File: src/rtl/vol_ramp.sv
module vol_ramp #(
  parameter int CH          = 2,
  parameter int DW          = 24,
  parameter int MUTE_FRAMES = 1024,
  parameter int SPAN_SLOW   = 7424,
  parameter int SPAN_MID    = 1061,
  parameter int SPAN_FAST   = 255
) (
  input  logic             clk,
  input  logic             rst_n,
  input  logic             run,
  input  logic             frame,
  input  logic [1:0]       speed,
  input  logic             soft_mute,
  input  logic [CH*8-1:0]  target,
  input  logic [CH*DW-1:0] din,
  output logic [CH*DW-1:0] dout,
  output logic             dvalid
);
  localparam int STEP = 255;
  localparam int MSH  = $clog2(MUTE_FRAMES);
  localparam int MW   = MSH + 1;
  localparam int AW   = $clog2(SPAN_SLOW + STEP + 1);
  localparam logic signed [63:0] MAXV = (64'sd1 <<< (DW - 1)) - 64'sd1;
  localparam logic signed [63:0] MINV = -(64'sd1 <<< (DW - 1));

  logic [MW-1:0]     mgain;
  logic [CH*8-1:0]   lvl_all;
  logic [AW:0]       span;

  function automatic logic [15:0] coef_of(input logic [3:0] r);
    case (r)
      4'd0:    coef_of = 16'd32768;
      4'd1:    coef_of = 16'd30935;
      4'd2:    coef_of = 16'd29205;
      4'd3:    coef_of = 16'd27571;
      4'd4:    coef_of = 16'd26029;
      4'd5:    coef_of = 16'd24573;
      4'd6:    coef_of = 16'd23198;
      4'd7:    coef_of = 16'd21900;
      4'd8:    coef_of = 16'd20675;
      4'd9:    coef_of = 16'd19519;
      4'd10:   coef_of = 16'd18427;
      default: coef_of = 16'd17396;
    endcase
  endfunction

  always_comb begin
    case (speed)
      2'b00:   span = (AW+1)'(SPAN_SLOW);
      2'b01:   span = (AW+1)'(SPAN_MID);
      default: span = (AW+1)'(SPAN_FAST);
    endcase
  end

  always_ff @(posedge clk or negedge rst_n) begin
    if (!rst_n) begin
      mgain  <= MW'(MUTE_FRAMES);
      dvalid <= 1'b0;
    end else begin
      dvalid <= frame;
      if (frame) begin
        if (soft_mute && mgain != '0)
          mgain <= mgain - 1'b1;
        else if (!soft_mute && mgain != MW'(MUTE_FRAMES))
          mgain <= mgain + 1'b1;
      end
    end
  end

  for (genvar c = 0; c < CH; c++) begin : g_ch
    logic [7:0]           lvl, lvl_n, tgt, code;
    logic [AW-1:0]        acc, acc_n;
    logic [AW:0]          sum;
    logic [7:0]           att;
    logic [4:0]           sh;
    logic [3:0]           rem;
    logic [6:0]           shamt;
    logic signed [DW-1:0] x;
    logic signed [63:0]   prod, rnd, y;
    logic [DW-1:0]        scaled, out_q;

    assign tgt = target[c*8 +: 8];
    assign x   = din[c*DW +: DW];
    assign sum = {1'b0, acc} + (AW+1)'(STEP);

    always_comb begin
      lvl_n = lvl;
      acc_n = '0;
      if (!run) begin
        lvl_n = tgt;
      end else if (lvl != tgt) begin
        if (sum >= span) begin
          lvl_n = (lvl > tgt) ? lvl - 8'd1 : lvl + 8'd1;
          acc_n = AW'(sum - span);
        end else begin
          acc_n = AW'(sum);
        end
      end
    end

    assign code  = run ? lvl : 8'hFF;
    assign att   = 8'd255 - code;
    assign sh    = 5'(att / 8'd12);
    assign rem   = 4'(att % 8'd12);
    assign shamt = 7'(15 + MSH) + 7'(sh);

    always_comb begin
      prod = $signed({{(64-DW){x[DW-1]}}, x})
           * $signed({48'd0, coef_of(rem)})
           * $signed({{(64-MW){1'b0}}, mgain});
      rnd  = prod + (64'sd1 <<< (shamt - 7'd1));
      y    = rnd >>> shamt;
      if (code == 8'h00)  scaled = '0;
      else if (y > MAXV)  scaled = MAXV[DW-1:0];
      else if (y < MINV)  scaled = MINV[DW-1:0];
      else                scaled = y[DW-1:0];
    end

    always_ff @(posedge clk or negedge rst_n) begin
      if (!rst_n) begin
        lvl   <= 8'hFF;
        acc   <= '0;
        out_q <= '0;
      end else if (frame) begin
        lvl   <= lvl_n;
        acc   <= acc_n;
        out_q <= scaled;
      end
    end

    assign dout[c*DW +: DW] = out_q;
    assign lvl_all[c*8 +: 8] = lvl;
  end

endmodule


File: config.mk
export PLATFORM = sky130hd
export DESIGN_NAME = vol_ramp
export DESIGN_NICKNAME = d
export VERILOG_FILES = /design/src/rtl/vol_ramp.sv
export SDC_FILE = /design/constraint.sdc
export NUM_CORES = 2
export LEC_CHECK = 0
export ABC_AREA = 1
export ABC_CLOCK_PERIOD_IN_PS = 18300
export BUFFER_PORTS_ARGS = -buffer_cell sky130_fd_sc_hd__buf_2
export CAP_MARGIN = 10
export CORE_MARGIN = 1
export CORE_UTILIZATION = 40
export DETAILED_ROUTE_END_ITERATION = 16
export SLEW_MARGIN = 20
export SYNTH_ARGS = -nofsm -noshare
export SYNTH_HDL_FRONTEND = slang
export SYNTH_SLANG_ARGS = --single-unit
File: constraint.sdc
create_clock -name clk -period 18.3 [get_ports clk]
set_input_delay 5.49 -clock clk [delete_from_list [all_inputs] [get_ports clk]]
set_output_delay 5.49 -clock clk [all_outputs]
set_load 0.03 [all_outputs]
==> metrics.log <==
[metrics] final worst slack: -1190 ps
[metrics] detailed-route via count: 82700
[metrics] total area of multi-input combinational cells: 76800 um2
[metrics] Clock Skew: 15.9 ps
[metrics] DRT iter0 DRCs: 6061
[metrics] routed length per placed instance: 17.6 um
[metrics] run status: finished with violations
[metrics] commonest non-fill, non-tap cells in the layout: 3120 x nand2_1, 2583 x inv_1, 1680 x fa_1, 1476 x buf_4, 1087 x nor2_1
[metrics] floorplan die height: 467 um
[metrics] Remaining DRCs: 0
[metrics] maximum clock frequency: 51.3 MHz
[metrics] reg-to-reg critical path startpoint: g_ch[1].lvl[7]$_DFFE_PN1P_
[metrics] sink count of the clock tree: 102
[metrics] violations in the final reports: setup timing
[metrics] die boundary width: 467 um
[metrics] leading cell type in the layout, fill and taps excluded: nand2_1
[metrics] number of inserted filler cells in the final layout: 21600
[metrics] unrepaired setup endpoints after global routing: yes
[metrics] slowest stage cell on the critical path: fa_2
[metrics] H-tree depth: 3
[metrics] vias per cell: 4.99
[metrics] Worst-path clk slew: 90 ps
[metrics] buffer type at the clock tree root: clkbuf_16
[metrics] post-synthesis instance area: 86600 um2
[metrics] Top-Level Pins: 120
[metrics] ratio of final minimum period to clock period: 107%
[metrics] CTS Hold Buffers Added: 0
[metrics] main flop type after synthesis: dfrtp_1
[metrics] mean post-synth cell area: 6.94 um2
[metrics] number of synthesized register bits: 102
[metrics] standard cell core area: 215000 um2
[metrics] largest net degree at the start of global routing: 84
[metrics] Post-layout nets: 16100
[metrics] number of I/O port buffers: 119
[metrics] clock latency reported for the late side of the worst-skew pair: 400 ps
[metrics] type of origin of the critical path: input port
[metrics] layout overhead on the synthesized area: 23.7%
[metrics] GRT Total Usage: 27.3%
[metrics] final routed wirelength across all metal layers: 292 mm
[metrics] number of warnings printed during yosys synthesis: 0
[metrics] die outline area: 218000 um2
[metrics] max-cap violations: 0
[metrics] overflow left after global routing: 0
[metrics] DR WL met3: 12.7 mm
[metrics] Inserted Clock Buffers: 9
[metrics] nature of the critical path endpoint: flop
[metrics] worst reg-to-reg path cell count: 91
[metrics] Syn Nets: 14800
[metrics] worst-case clock buffer depth: 2
[metrics] total iterations of the first detailed-routing run: 7
[metrics] number of different library cells in the post-synthesis netlist: 64
[metrics] Starting Density: 40.3%
[metrics] final hold violation count: 0
[metrics] minimum period implied by the final worst setup slack: 19490 ps
[metrics] number of nets with antenna violations after detailed routing: 0
[metrics] sequential element share of the synthesized area: 2.97%
[metrics] vias in the first global route: 85700
[metrics] worst slew margin relative to its limit: 12.3%
[metrics] Post-synth EDFFs: 0
[metrics] actual slew at the worst max-slew pin: 1300 ps
[metrics] final design utilization: 49.9%
[metrics] Hold Startpoint: g_ch[0].out_q[22]$_DFFE_PN0P_
[metrics] Post-DP HPWL: 246 mm
[metrics] top routing layer in use: met4
[metrics] GPL Wtd Cong: 0.993
[metrics] largest incremental delay on the critical path: 630 ps
[metrics] number of antenna violations at the first check in global routing: 5
[metrics] Crit path top cell by count: nand2_1
[metrics] arrival time of the worst setup path: 19790 ps
[metrics] # setup viols final: 46
[metrics] std cell rows: 170
[metrics] Synth Instances: 12500
[metrics] async set or reset register ratio after synthesis: 100%
[metrics] global-route wire length before repair: 471 mm
[metrics] max-slew violation count: 0
[metrics] met2 wire length: 146 mm
[metrics] Worst Hold End: g_ch[0].out_q[22]$_DFFE_PN0P_
[metrics] class of the most critical setup path: in -> reg
[metrics] flop2flop setup slack: 3420 ps
[metrics] area occupied by registers: 2580 um2
[metrics] classification of the worst-slack hold path: reg -> reg
[metrics] cell count of the worst hold path: 2
[metrics] required time of the worst setup path: 18600 ps
[metrics] clock tree from TritonCTS: built
[metrics] highest net fanout along the worst path: 13
[metrics] reg-to-reg endpoint: g_ch[1].out_q[10]$_DFFE_PN0P_
[metrics] share of post-route cells with drive strength above 1: 20.7%
[metrics] wl on met1: 123 mm
==> layout make-up <==
class	count	share of cell area, %
flip-flops and latches	102	2.41
diodes	4	0.00934
clock buffers	9	0.210
repair buffers	1708	12.8
multi-input cells	9217	71.7
clock inverters	7	0.0876
repair inverters	1	0.0105
inverters	2688	9.49
well taps	2838	3.32
==> what timing repair did <==
action                                  CTS  global route
pin swaps                               303           248
resized for setup                       692           335
gates cloned                              9             1
endpoints found under the setup margin   48            48
setup buffers                            69            41
==> registers in the layout, summed over array words and instances, names as in the netlist <==
signal	count
dvalid	1
g_ch.acc	26
g_ch.lvl	16
g_ch.out_q	48
mgain	11
==> Yosys cell counts, types with 70 or more instances <==
cell type / count / area [um2]
fa_1: 1723 / 34500
buf_1: 103 / 387
or2_2: 75 / 469
a21oi_1: 284 / 1420
nand4_1: 78 / 488
ha_1: 553 / 6920
xor2_1: 124 / 1090
clkbuf_1: 276 / 1040
dfrtp_1: 85 / 2130
inv_1: 2634 / 9890
nand2_1: 3381 / 12700
nor3_1: 70 / 350
nor2_1: 1219 / 4580
o21ai_0: 259 / 1300
nand3_1: 1148 / 5750
==> critical path: cells and delay by family <==
family | cells | cell delay [ps]
buffers and inverters | 21 | 2320
and+or+nand+nor | 50 | 4790
xor gates and xnor gates | 1 | 140
adders and majority gates | 13 | 6130
AOI/OAI and AO/OA | 8 | 850
==> how the worst max path moves through the flow <==
| stage | startpoint | cells past startpoint | end | slack [ps] |
|---|---|---|---|---|
| after CTS | run | 92 | g_ch[1].out_q[10]$_DFFE_PN0P_ | -1150 |
| final | run | 93 | g_ch[1].out_q[10]$_DFFE_PN0P_ | -1190 |
| after detailed placement | run | 87 | g_ch[0].out_q[12]$_DFFE_PN0P_ | -2190 |
| after global placement | run | 81 | g_ch[1].out_q[0]$_DFFE_PN0P_ | -1990 |
| after global routing | run | 96 | g_ch[1].out_q[8]$_DFFE_PN0P_ | -2050 |
| after floorplan | run | 93 | g_ch[1].out_q[10]$_DFFE_PN0P_ | -610 |
==> layer usage <==
layer | global-route usage (%) | vias up
li1 | - | 39800
met1 | 35.4 | 40300
met2 | 48.5 | 2117
met3 | 1.66 | 467
met4 | 8.29 | 0
met5 | 0 | -
==> kinds of logic (layout without fill, tap and decap cells) <==
group                    count (synthesis)  count (layout)  synth area share [%]
AO/OA/AOI/OAI                          689             689                  4.39
XOR/XNOR                               195             195                  2.05
multiplexers                             6               6                0.0694
other                                    0               4                     0
AND/OR/NAND/NOR                       6051            6051                  28.8
buffers and inverters                 3153            4413                  13.9
flip-flops                             102             102                  2.97
adder cells (fa/ha/maj)               2276            2276                  47.8
==> metrics by stage <==
stage	hold WS [ps]	TNS (ps)	area (um2)	cells	setup WS [ps]
2_1_floorplan	489	-23190	87600	12500	-613
5_1_grt	502	-87610	107000	16600	-2050
4_1_cts	487	-43610	105000	16500	-1150
3_3_place_gp	460	-91890	102000	16400	-1990
3_5_place_dp	464	-98230	102000	16400	-2190
6_report	475	-51370	107000	16600	-1190
Power is left out: the tool's default activity adds up to more than one toggle a clock period on the data nets, which glitch-free logic cannot reach.
